<file path="src/rtl/mul42_pkg.sv">
package mul42_pkg;

    typedef struct packed {
        logic sum;
        logic carry;
        logic cout;
    } cnt42_out_t;

endpackage

</file>
<file path="src/rtl/fa_cell.sv">
module fa_cell (
    input  logic x,
    input  logic y,
    input  logic z,
    output logic s,
    output logic c
);
    always_comb begin
        s = x ^ y ^ z;
        c = (x & y) | (x & z) | (y & z);
    end
endmodule

</file>
<file path="src/rtl/cnt42.sv">
module cnt42
    import mul42_pkg::*;
(
    input  logic       x1,
    input  logic       x2,
    input  logic       x3,
    input  logic       x4,
    input  logic       cin,
    output cnt42_out_t o
);
    logic mid_s;
    logic lat_c;
    logic fin_s;
    logic fin_c;

    // first adder: three equal-weight bits, its carry becomes the lateral output
    fa_cell u_fa_lo (.x(x1), .y(x2), .z(x3), .s(mid_s), .c(lat_c));
    // second adder: folds in the fourth bit and the neighbour's lateral carry
    fa_cell u_fa_hi (.x(mid_s), .y(x4), .z(cin), .s(fin_s), .c(fin_c));

    always_comb begin
        o.sum   = fin_s;
        o.carry = fin_c;
        o.cout  = lat_c;
    end

    always_comb begin
        AST_CNT_BALANCE: assert (({2'b0, x1} + {2'b0, x2} + {2'b0, x3} + {2'b0, x4} + {2'b0, cin})
                                 == ({2'b0, o.sum} + {1'b0, o.carry, 1'b0} + {1'b0, o.cout, 1'b0}));
    end
endmodule

</file>
<file path="src/rtl/cnt42_row.sv">
module cnt42_row
    import mul42_pkg::*;
#(
    parameter int W = 16
) (
    input  logic [W-1:0] r0,
    input  logic [W-1:0] r1,
    input  logic [W-1:0] r2,
    input  logic [W-1:0] r3,
    output logic [W-1:0] s_row,
    output logic [W-1:0] c_row
);
    localparam int WX = W + 2;

    cnt42_out_t   co [W];
    logic [W:0]   lat;
    logic [W-1:0] carry_v;

    assign lat[0] = 1'b0;

    for (genvar k = 0; k < W; k++) begin : g_col
        cnt42 u_cnt (
            .x1 (r0[k]),
            .x2 (r1[k]),
            .x3 (r2[k]),
            .x4 (r3[k]),
            .cin(lat[k]),
            .o  (co[k])
        );
        assign s_row[k]   = co[k].sum;
        assign carry_v[k] = co[k].carry;
        assign lat[k+1]   = co[k].cout;
    end

    // external carries move one column up; weight 2^W and above is dropped
    assign c_row = {carry_v[W-2:0], 1'b0};

    logic [WX-1:0] lhs_tot;
    logic [WX-1:0] rhs_tot;
    always_comb begin
        lhs_tot = WX'(r0) + WX'(r1) + WX'(r2) + WX'(r3);
        rhs_tot = WX'(s_row) + WX'({carry_v, 1'b0}) + WX'({lat[W], {W{1'b0}}});
        AST_ROW_CONSERVE: assert (lhs_tot == rhs_tot);
        AST_ROW_BASE: assert (s_row[0] == (r0[0] ^ r1[0] ^ r2[0] ^ r3[0]));
    end
endmodule

</file>
<file path="src/rtl/pp_gen.sv">
module pp_gen #(
    parameter int N = 8
) (
    input  logic [N-1:0]   a,
    input  logic [N-1:0]   b,
    output logic [2*N-1:0] pp [N]
);
    localparam int W = 2 * N;

    for (genvar i = 0; i < N; i++) begin : g_row
        assign pp[i] = W'({N{b[i]}} & a) << i;
    end

    logic [W-1:0] tot;
    always_comb begin
        tot = '0;
        for (int i = 0; i < N; i++) begin
            tot = tot + pp[i];
        end
        AST_PP_TOTAL: assert (tot == W'(a) * W'(b));
    end
endmodule

</file>
<file path="src/rtl/cpa_adder.sv">
module cpa_adder #(
    parameter int W = 16
) (
    input  logic [W-1:0] x,
    input  logic [W-1:0] y,
    output logic [W-1:0] s
);
    always_comb begin
        s = x + y;
    end
endmodule

</file>
<file path="src/rtl/mul42_top.sv">
module mul42_top #(
    parameter int N = 8
) (
    input  logic [N-1:0]   op_a,
    input  logic [N-1:0]   op_b,
    output logic [2*N-1:0] product
);
    localparam int W      = 2 * N;
    localparam int LEVELS = $clog2(N) - 1;
    localparam int TOTAL  = 2 * N - 2;

    // every level stored back to back: level l starts at W - (W >> l)
    logic [W-1:0] rows    [TOTAL];
    logic [W-1:0] pp_rows [N];

    pp_gen #(.N(N)) u_pp (.a(op_a), .b(op_b), .pp(pp_rows));

    for (genvar i = 0; i < N; i++) begin : g_lvl0
        assign rows[i] = pp_rows[i];
    end

    for (genvar l = 0; l < LEVELS; l++) begin : g_lvl
        localparam int IN_OFF  = W - (W >> l);
        localparam int OUT_OFF = W - (W >> (l + 1));
        localparam int GROUPS  = (N >> l) / 4;
        for (genvar g = 0; g < GROUPS; g++) begin : g_grp
            cnt42_row #(.W(W)) u_row (
                .r0   (rows[IN_OFF + 4*g]),
                .r1   (rows[IN_OFF + 4*g + 1]),
                .r2   (rows[IN_OFF + 4*g + 2]),
                .r3   (rows[IN_OFF + 4*g + 3]),
                .s_row(rows[OUT_OFF + 2*g]),
                .c_row(rows[OUT_OFF + 2*g + 1])
            );
        end
    end

    cpa_adder #(.W(W)) u_cpa (.x(rows[TOTAL-2]), .y(rows[TOTAL-1]), .s(product));

    always_comb begin
        AST_PRODUCT_EXACT: assert (product == W'(op_a) * W'(op_b));
        if (op_a == '0 || op_b == '0) begin
            AST_ZERO_OPERAND: assert (product == '0);
        end
        if (&op_a && &op_b) begin
            AST_ALL_ONES: assert (product == W'(W'({N{1'b1}}) * W'({N{1'b1}})));
        end
    end
endmodule

</file>
<file path="config.mk">
export PLATFORM = sky130hd
export DESIGN_NAME = mul42_top
export DESIGN_NICKNAME = d
export VERILOG_FILES = /design/src/rtl/mul42_pkg.sv /design/src/rtl/fa_cell.sv /design/src/rtl/cnt42.sv /design/src/rtl/cnt42_row.sv /design/src/rtl/pp_gen.sv /design/src/rtl/cpa_adder.sv /design/src/rtl/mul42_top.sv
export SDC_FILE = /design/constraint.sdc
export NUM_CORES = 1
export LEC_CHECK = 0
export BUFFER_PORTS_ARGS = -buffer_cell sky130_fd_sc_hd__buf_4
export CORE_MARGIN = 2
export CORE_UTILIZATION = 65
export DETAILED_ROUTE_END_ITERATION = 8
export GPL_TIMING_DRIVEN = 0
export PLACE_DENSITY_LB_ADDON = 0.25
export SLEW_MARGIN = 30
export SYNTH_ARGS = -nofsm -noshare
export SYNTH_HDL_FRONTEND = slang
export SYNTH_SLANG_ARGS = --single-unit
export TNS_END_PERCENT = 30
</file>
<file path="constraint.sdc">
create_clock -name vclk -period 10.7
set_input_delay 0 -clock vclk [all_inputs]
set_output_delay 0 -clock vclk [all_outputs]
set_load 0.01 [all_outputs]
</file>
**After elaboration in Yosys (flattened, before gate mapping)**

Index checks and enable logic that the tools add are counted.

- Add/subtract/negate cells: 1
- Multipliers: 0
- Divide/modulo/power cells: 0
- Magnitude comparators: 0
- Equal/unequal tests: 0
- Shift-type cells: 0
- Multiplexer cells: 0
- Bitwise operators: 463
- Reductions and logical operators: 0

Operator list:

| operator | number |
|---|---|
| 1-bit AND | 155 |
| 1-bit OR | 122 |
| 1-bit XOR | 116 |
| 8-bit AND | 8 |
| 1-bit AND, both inputs constant | 20 |
| 16-bit adder | 1 |
| 1-bit XOR, second input constant | 14 |
| 1-bit AND, first input constant | 12 |
| 1-bit XOR, both inputs constant | 10 |
| 1-bit AND, second input constant | 4 |
| 1-bit XOR, first input constant | 2 |

- Bits in registers: 0
- Bits in latches: 0
- Bits in writable memories: 0
- ROM bits: 0
- Input bits: 16
- Output and inout port bits: 16
- Logic and storage cells: 464
- Memories kept: 0

**Logic depth before layout (Yosys ltp)**

Gate-level depths: netlist of the first run.

- Depth in word-level cells: 14
- Gate-level depth with buffers: 15
- Gate-level depth less buffers: 15

**Modules after synthesis**

A second synthesis of the first run with hierarchy kept.

- Cells, all modules: 476
- Area total of the unflattened synthesis: 4667.0 µm²

By module, submodules not included:

| module | times used | cells each | area an instance (µm²) | sequential area each (µm²) |
|---|---|---|---|---|
| fa_cell | 96 | 1 | 20.0 | 0.0 |
| cnt42 | 48 | 3 | 22.5 | 0.0 |
| pp_gen | 1 | 129 | 884.6 | 0.0 |
| cpa_adder | 1 | 101 | 745.7 | 0.0 |
| cnt42_row | 3 | 2 | 11.3 | 0.0 |

**Worst setup path after synthesis of the first run**

No wires, ideal clock.

- Kind: in2out
- Start point: in op_b[0]
- End point: out product[15]
- Data arrival time: 3630 ps
- Required time: 10700 ps
- Path slack: 7070 ps
- Stages: 14
- Path buffers: 0
- Cell sequence: nand2_1 -> fa_1 -> inv_1 -> fa_1 -> fa_1 -> inv_1 -> fa_1 -> inv_1 -> ha_1 -> nor2b_1 -> o21a_1 -> a31o_1 -> o41ai_2 -> xnor2_1

- Cells in the longest elaborated chain, start to end: 14
- Elaborated cells between the ends (all ways): 157
- Those cells by class: add/sub: 1; bitwise: 156

Ends and longest elaborated chain:

| what | RTL line | source |
|---|---|---|
| from (decl) | mul42_top.sv:5 | `input logic [N-1:0] op_b,` |
| 8-bit AND (*) | pp_gen.sv:11 | `assign pp[i] = W'({N{b[i]}} & a) << i;` |
| 1-bit AND | fa_cell.sv:10 | `c = (x & y) \| (x & z) \| (y & z);` |
| 1-bit OR (2 in a row) | fa_cell.sv:10 |  |
| 1-bit AND | fa_cell.sv:10 |  |
| 1-bit OR (2 in a row) | fa_cell.sv:10 |  |
| 1-bit AND | fa_cell.sv:10 |  |
| 1-bit OR (2 in a row) | fa_cell.sv:10 |  |
| 1-bit AND | fa_cell.sv:10 |  |
| 1-bit OR (2 in a row) | fa_cell.sv:10 |  |
| 16-bit adder (*) | cpa_adder.sv:9 | `s = x + y;` |
| to (decl) | mul42_top.sv:6 | `output logic [2*N-1:0] product` |

Every way passes the cells marked *; elsewhere a longest branch is shown, timed or not.

**Final worst setup path of the first run**

Same ends and word-level chain as after synthesis.

==> results of run 1 <==
## layout make-up
type / count / area (um^2) / area share (%)
buffer: 5 / 37.5 / 1.74
inverter: 45 / 169 / 7.81
multi-input combinational: 166 / 1680 / 77.6
tap: 31 / 38.8 / 1.79
timing repair buffer: 32 / 240 / 11.1
## logic make-up (layout without fill, tap and decap cells)
family | count (synthesis) | after routing
and+or+nand+nor | 79 | 79
AOI/OAI and AO/OA | 16 | 16
xor gates and xnor gates | 9 | 9
adders and majority gates | 62 | 62
buffers and inverters | 50 | 82
## cell usage after synthesis (all sizes together)
library cell | n | share of area [%]
xor2 | 2 | 0.93
a21oi | 4 | 1.1
o21ai | 3 | 0.80
o31a | 1 | 0.46
fa | 39 | 41
xnor2 | 7 | 3.3
or3 | 1 | 0.33
nand2b | 2 | 0.66
buf | 5 | 2.0
a31oi | 1 | 0.33
inv | 45 | 9.0
or2 | 1 | 0.33
a21o | 1 | 0.40
a31o | 1 | 0.46
nor2 | 2 | 0.40
nand2 | 31 | 6.2
ha | 23 | 15
nor2b | 1 | 0.33
and3 | 3 | 1.0
and2 | 36 | 12
o41ai | 2 | 1.7
o21a | 2 | 0.80
nor3 | 1 | 0.27
a211oi | 1 | 0.40
nand3 | 1 | 0.27
## how the worst max path moves through the flow
| stage | start | end | slack (ns) | cells after the start |
|---|---|---|---|---|
| final | op_b[0] | product[15] | 6.67 | 16 |
| after global routing | op_b[0] | product[15] | 6.51 | 16 |
| after CTS | op_b[0] | product[15] | 6.67 | 16 |
| after detailed placement | op_b[0] | product[15] | 6.68 | 16 |
| after global placement | op_b[0] | product[15] | 6.69 | 16 |
| after floorplan | op_b[0] | product[15] | 7.07 | 14 |
## through the flow
stage	hold slack, ns	setup WS, ns	std cells
finish	0.460	6.67	279
global route	0.486	6.51	279
CTS	0.465	6.67	279
detailed placement	0.465	6.68	279
global placement	0.437	6.69	279
floorplan	0.201	7.07	216
## worst min-delay path, cell delays in order
cell and delay (ns):
buf_4 0.12, and2_1 0.13, buf_4 0.10, buf_4 0.10
## routing by layer
layer	track usage, %	up-vias	share of wire (%)
met1	29.2	764	42
met4	2.66	0	0.74
met5	0	-	0
met3	0.446	2	2.7
li1	-	719	-
met2	42.9	31	54
## power groups by stage
| stage | Clock, mW | Sequential (mW) | Combinational, mW |
|---|---|---|---|
| 3_3_place_gp | 0 | 0 | 0.354 |
| 4_1_cts | 0 | 0 | 0.367 |
| 5_1_grt | 0 | 0 | 0.406 |
| 6_report | 0 | 0 | 0.362 |
| 3_5_place_dp | 0 | 0 | 0.365 |
| 2_1_floorplan | 0 | 0 | 0.237 |
==> metrics.md, run 1 <==
| Metric | Value |
|---|---|
| Most common cell after layout, fill and taps aside | inv_1 |
| CP arrival | 4.03 ns |
| First-pass iteration count of the detailed router | 4 |
| Area of the core | 0.00276 mm^2 |
| Power density over cell area | 168 mW/mm^2 |
| Final design utilization | 78.4% |
| Unrepaired setup endpoints after global routing | no |
| Gpl congestion | 0.803 |
| YS warnings | 0 |
| Hold path endpoint | product[0] |
| Largest net degree at the start of global routing | 9 |
| Layout cell share with drive strength beyond 1 | 16.1% |
| Io pins | 32 |
| Post-cts resize count | 0 |
| Cts hold-fix bufs | 0 |
| Syn_area_per_cell | 8.72 um^2 |
| Worst-Margin Slew | 0.324 ns |
| Min-delay src | op_a[0] |
| First-pass GRT wire length | 6040 um |
| Hold path depth | 4 |
| Clk pwr share | 0% |
| CP cell instances | buf_4, nand2_1, fa_1, inv_1, fa_1, fa_1, inv_1, fa_1, inv_1, ha_1, nor2b_1, o21a_1, a31o_1, o41ai_2, xnor2_1, buf_4 |
| Crit. End Element | output port |
| Setup TNS | 0 ns |
| Combinational Power Share | 100.0% |
| Mux cell area share after synthesis | 0% |
| Initial antenna violation count | 0 |
| Tcrit/Tclk final | 37.6% |
| Post-synthesis adder-cell area fraction | 56.7% |
| XOR/XNOR Fraction of Synth Area | 4.18% |
| Hold Vio Cnt, Final | 0 |
| Port bufs | 32 |
| Vias in the first global route | 1460 |
| Hpwl dp | 3130 um |
| # clk buffers | 0 |
| Sequential cell area | 0 um^2 |
| VDD IR-drop max | 0.288 mV |
| WL/cell | 12.5 um |
| Final setup vio count | 0 |
| Seq pwr share | 0% |
| Commonest cells after routing, fill and taps aside | inv_1 (45), fa_1 (39), buf_4 (37), and2_1 (36), nand2_1 (31) |
| Area after DPL | 0.00216 mm^2 |
| Fmax | 0.248 GHz |
| Worst min path class | primary input to output port |
| CP Launch Type | primary input |
| Worst path required time | 10.70 ns |
| Switching share of power | 50.2% |
| Syn-to-layout area delta | 14.8% |
| Compound-Gate Fraction of Synth Area | 6.44% |
| Die Area | 0.00335 mm^2 |
| Die span in x | 57.8 um |
| Most frequent CP cell | fa_1 |
| Number of post-CTS setup repair buffers | 0 |
| Slew headroom | 78.3% |
| Total number of placement rows | 19 |
| Total leakage power | 1.17 nW |
| Post-synthesis cell type count | 25 |
| Slowest Stage Delay on Critical Path | 0.55 ns |
| CP delay by family, top | adder cells |
| Fillcell total | 226 |
| Mapped Nets | 294 |
| Num sequential | 0 |
| GRT overflow | 0 |
| Slowest stage cell, crit path | fa_1 |
| Cells after Synth | 216 |
| Drt drc | 0 |
| Die Span Y | 57.8 um |
| Int Power | 0.180 mW |
| Max Cap Viol | 0 |
| Final min period | 4.03 ns |
| Cell Area, Synth | 0.00188 mm^2 |
| Vias | 1516 |
| GRT Total Usage | 22.4% |
| Register area share after synthesis | 0% |
| Initial Utilization | 68.3% |
| Post-DRT Antenna Nets | 0 |
| Buf+Inv Stages, Crit Path | 5 |
| Outcome | complete, no violations |
| Antenna Cells | 0 |
| Worst Path Max Fanout | 8 |
| Post-Route WL | 3500 um |
| Fin nets | 328 |
| Pwr Total | 0.362 mW |
| Main combinational cell family by area after synthesis | adder cells |
| Switching pwr | 0.182 mW |
| Initial DRC count | 47 |
| Post-DR vias/cell | 5.43 |
| Setup CP Type | primary input to output port |
| Slew Limit Fails | 0 |
| Fin area | 0.00216 mm^2 |
| Simple logic cell fraction of the synthesized area | 21.7% |
Note: power is estimated with default switching activity, not from simulation.
==> inputs of run 2 (changes only) <==
--- a/config.mk
+++ b/config.mk
@@ -7,7 +7,7 @@
 export LEC_CHECK = 0
 export BUFFER_PORTS_ARGS = -buffer_cell sky130_fd_sc_hd__buf_4
 export CORE_MARGIN = 2
-export CORE_UTILIZATION = 65
+export CORE_UTILIZATION = 55
 export DETAILED_ROUTE_END_ITERATION = 8
 export GPL_TIMING_DRIVEN = 0
 export PLACE_DENSITY_LB_ADDON = 0.25
==> constraint.sdc (replaced) <==
create_clock -name vclk -period 3.3
set_input_delay 0 -clock vclk [all_inputs]
set_output_delay 0 -clock vclk [all_outputs]
set_load 0.01 [all_outputs]
==> metrics.md, run 2 (synthesized netlist as in run 1, its figures left out) <==
| Metric | Value |
|---|---|
| Drt drc | 0 |
| Die Span Y | 62.5 um |
| Worst path required time | 3.30 ns |
| Num sequential | 0 |
| Post-DR vias/cell | 5.13 |
| Layout cell share with drive strength beyond 1 | 30.2% |
| Commonest cells after routing, fill and taps aside | inv_1 (38), fa_1 (36), buf_4 (35), and2_1 (33), nand2_1 (25) |
| Routing usage on met3 | 0.541% |
| GRT Total Usage | 20.9% |
| Tcrit/Tclk final | 110% |
| Sequential cell area | 0 um^2 |
| Die Area | 0.00391 mm^2 |
| Worst-Margin Slew | 0.286 ns |
| Vias in the first global route | 1562 |
| Slew Limit Fails | 0 |
| Post-DRT Antenna Nets | 0 |
| Hpwl dp | 3090 um |
| Slowest stage cell, crit path | fa_1 |
| Port bufs | 32 |
| Unrepaired setup endpoints after global routing | yes |
| VDD IR-drop max | 0.613 mV |
| Io pins | 32 |
| Slowest Stage Delay on Critical Path | 0.53 ns |
| Pre-CTS setup slack | -0.474 ns |
| Die span in x | 62.5 um |
| Initial antenna violation count | 0 |
| Final design utilization | 73.8% |
| Fin nets | 335 |
| Outcome | finished, violations left |
| Setup CP Type | primary input to output port |
| M1 GR Usage | 26.3% |
| CP cell instances | buf_12, nand2_4, fa_1, fa_1, inv_2, fa_1, inv_1, fa_1, inv_2, ha_4, nor2b_4, o21a_1, a31o_1, o41ai_2, xnor2_1, buf_4 |
| Worst Path Max Fanout | 8 |
| Final min period | 3.62 ns |
| CP Launch Type | primary input |
| Initial Utilization | 56.9% |
| Post-Route WL | 3830 um |
| Gpl congestion | 0.826 |
| First-pass iteration count of the detailed router | 4 |
| Max Cap Viol | 0 |
| Most common cell after layout, fill and taps aside | inv_1 |
| Total leakage power | 1.23 nW |
| Most frequent CP cell | fa_1 |
| Pwr Total | 1.44 mW |
| CP arrival | 3.62 ns |
| Area of the core | 0.00331 mm^2 |
| Slack of the critical path | -0.324 ns |
| Syn-to-layout area delta | 29.7% |
| Slew headroom | 80.7% |
| Fmax | 0.276 GHz |
| Hold Vio Cnt, Final | 0 |
| Worst min path class | primary input to output port |
| Antenna Cells | 0 |
| Crit. End Element | output port |
| Final setup vio count | 6 |
| Failing checks | setup timing |
| Power density over cell area | 588 mW/mm^2 |
| First-pass GRT wire length | 6780 um |
| GRT overflow | 0 |
| WL/cell | 12.7 um |
| Initial DRC count | 48 |
| Total number of placement rows | 21 |
| # clk buffers | 0 |
| Largest net degree at the start of global routing | 9 |
| Gr busiest metal | met2 |
| Vias | 1544 |
| Grt met2 use | 40.9% |
## run 2: cell count changes in the layout (fill, tap and decap cells not counted), moves of 5 or more
cell	before	now
buf_6	0	5
inv_1	45	38
ha_4	0	7
nand2_2	0	5
nand2_1	31	25
inv_2	0	7
ha_1	23	16
## run 2: report_power, final
part	total, mW	switching, mW	internal (mW)
Sequential	0	0	0
Combinational	1.44	0.679	0.759
Clock	0	0	0
Total	1.44	0.679	0.759
## run 2: area by class of cell
type	count	area [um^2]
buffer	5	37.5
fill	267	866
inverter	45	169
multi-input combinational	166	1830
tap	46	57.6
timing repair buffer	39	352
## run 2: worst max-delay path, delay by kind of cell
kind / cells / cell delay (ns)
AO/OA/AOI/OAI: 3 / 0.66
XOR/XNOR: 1 / 0.17
adder cells (fa/ha/maj): 5 / 2.24
buffers and inverters: 5 / 0.38
AND/OR/NAND/NOR: 2 / 0.16
## run 2: final timing paths
path  startpoint          end  slack (ns)  depth (start not counted)
min      op_b[0]   product[0]        0.42                          4
max      op_b[6]  product[15]       -0.32                         16
## run 2: metrics by stage
stage | cells | hold WS (ns) | area, um^2 | setup TNS (ns)
global placement | 294 | 0.440 | 2210 | -1.90
global route | 301 | 0.456 | 2440 | -2.09
detailed placement | 294 | 0.437 | 2210 | -2.13
floorplan | 216 | 0.201 | 1920 | 0
CTS | 301 | 0.420 | 2420 | -1.32
finish | 301 | 0.418 | 2440 | -1.41
## run 2: metal layers
layer	routed length (um)	vias up
met5	0	-
met4	53	0
met3	42	6
met2	2120	21
met1	1620	788
li1	-	729
## run 2: repair_timing
| action | in CTS | in global routing |
|---|---|---|
| endpoints found under the hold margin | 0 | 0 |
| pin swaps | 18 | 10 |
| setup buffers | 7 | 0 |
| hold buffers | 0 | 0 |
| setup endpoints to repair | 7 | 7 |
| gates resized for setup | 37 | 7 |
==> inputs of run 3 (changes only) <==
==> constraint.sdc (replaced) <==
create_clock -name vclk -period 3.3
set_input_delay 0.66 -clock vclk [all_inputs]
set_output_delay 0.66 -clock vclk [all_outputs]
set_load 0.01 [all_outputs]
==> metrics.md, run 3 (synthesized netlist as in run 1, its figures left out) <==
| Metric | Value |
|---|---|
| First-pass GRT wire length | 6660 um |
| Slowest stage cell, crit path | fa_1 |
| Hpwl dp | 3110 um |
| Highest metal used | met3 |
| Worst min path class | primary input to output port |
| Unrepaired setup endpoints after global routing | yes |
| Vias in the first global route | 1533 |
| Setup CP Type | primary input to output port |
| Switching share of power | 48.1% |
| Area of the core | 0.00331 mm^2 |
| Fin area | 0.00245 mm^2 |
| Met2 wire len | 2140 um |
| CP cell instances | buf_12, nand2_4, fa_1, fa_1, inv_2, fa_1, inv_1, fa_1, inv_2, ha_4, nor2b_4, o21a_1, a31o_4, o41ai_4, xnor2_1, buf_4 |
| Tcrit/Tclk final | 150% |
| Final min period | 4.96 ns |
| GRT Total Usage | 20.5% |
| CP arrival | 4.30 ns |
| Max Cap Viol | 0 |
| # clk buffers | 0 |
| Slew Limit Fails | 0 |
| Final setup vio count | 12 |
| Die span in x | 62.5 um |
| Drt drc | 0 |
| Slack of the critical path | -1.66 ns |
| Num sequential | 0 |
| Layout cell share with drive strength beyond 1 | 29.6% |
| Antenna Cells | 0 |
| Vias | 1500 |
| Sequential cell area | 0 um^2 |
| Switching pwr | 0.696 mW |
| WL/cell | 12.7 um |
| Initial antenna violation count | 0 |
| GRT overflow | 0 |
| Post-DR vias/cell | 5.07 |
| Outcome | finished, violations left |
| CP Launch Type | primary input |
| Area after DPL | 0.00226 mm^2 |
| VDD IR-drop max | 0.665 mV |
| Die Span Y | 62.5 um |
| Int Power | 0.752 mW |
| First-pass iteration count of the detailed router | 4 |
| Fillcell total | 265 |
| Fmax | 0.202 GHz |
| Largest net degree at the start of global routing | 9 |
| Hold Vio Cnt, Final | 0 |
| Pwr Total | 1.45 mW |
| Crit. Startpoint | op_b[6] |
| Total leakage power | 1.22 nW |
| Post-DRT Antenna Nets | 0 |
| Commonest cells after routing, fill and taps aside | inv_1 (39), fa_1 (36), and2_1 (32), buf_4 (30), nand2_1 (25) |
| Slew headroom | 80.5% |
| Post-Route WL | 3770 um |
| Combinational Power Share | 100.0% |
| Crit. End Element | output port |
| Die Area | 0.00391 mm^2 |
| Port bufs | 32 |
| Min-delay src | op_b[0] |
| Initial DRC count | 39 |
| Met3 WL post-DR | 40 um |
| Initial Utilization | 56.9% |
| Total number of placement rows | 21 |
| Most common cell after layout, fill and taps aside | inv_1 |
| Failing checks | setup timing |
| Setup TNS | -14.40 ns |
| CP delay by family, top | adder cells |
| Io pins | 32 |
| Syn-to-layout area delta | 29.9% |
| Cts hold-fix bufs | 0 |
| Slowest Stage Delay on Critical Path | 0.52 ns |
| Seq pwr share | 0% |
| Gpl congestion | 0.791 |
| Worst-Margin Slew | 0.293 ns |
| Met1 WL | 1590 um |
| Worst path required time | 2.64 ns |
| Most frequent CP cell | fa_1 |
| Power density over cell area | 591 mW/mm^2 |
| Worst Path Max Fanout | 7 |
| Buf+Inv Stages, Crit Path | 5 |
| Fin nets | 330 |
| Clk pwr share | 0% |
run 3: through the flow:
| stage | hold slack [ns] | setup WS, ns | std cells | utilization [%] |
|---|---|---|---|---|
| after detailed placement | 1.76 | -1.76 | 294 | 68.4 |
| after global placement | 1.76 | -1.73 | 294 | 68.4 |
| after floorplan | 1.52 | -1.31 | 216 | - |
| final | 1.74 | -1.66 | 296 | 74.0 |
| after CTS | 1.74 | -1.71 | 296 | 71.7 |
| after global routing | 1.77 | -1.78 | 296 | 74.0 |
run 3: area by class of cell:
type,instances,area [um^2],area share [%]
Multi-Input combinational cell,166,1880,76.7
Timing Repair Buffer,34,305,12.5
Inverter,45,169,6.90
Tap cell,46,57.6,2.35
Buffer,5,37.5,1.53
run 3: path summary, 6_finish.rpt:
kind / end / slack, ns / cells past startpoint
max: product[15] / -1.66 / 16
min: product[0] / 1.74 / 4
run 3: layer usage:
metal  GRT usage (%)  up-vias
li1                -      726
met4           0.556        0
met5               0        -
met2            39.2       14
met1            27.6      760
met3               0        0
run 3: tightest hold or removal path: stages:
cell,delay (ns)
buf_6,0.10
and2_1,0.12
buf_4,0.09
buf_4,0.10
run 3: repair_timing:
item / 4_1_cts / 5_1_grt
pin swaps: 7 / 19
hold endpoints to repair: 0 / 0
resized for setup: 24 / 14
endpoints found under the setup margin: 13 / 13
setup buffers: 2 / 0
gates cloned: 0 / 0
run 3: power by group through the flow:
stage / combinational [mW] / clock (mW) / sequential (mW)
final: 1.45 / 0 / 0
after CTS: 1.37 / 0 / 0
after global routing: 1.60 / 0 / 0
after floorplan: 0.869 / 0 / 0
after detailed placement: 1.30 / 0 / 0
after global placement: 1.26 / 0 / 0
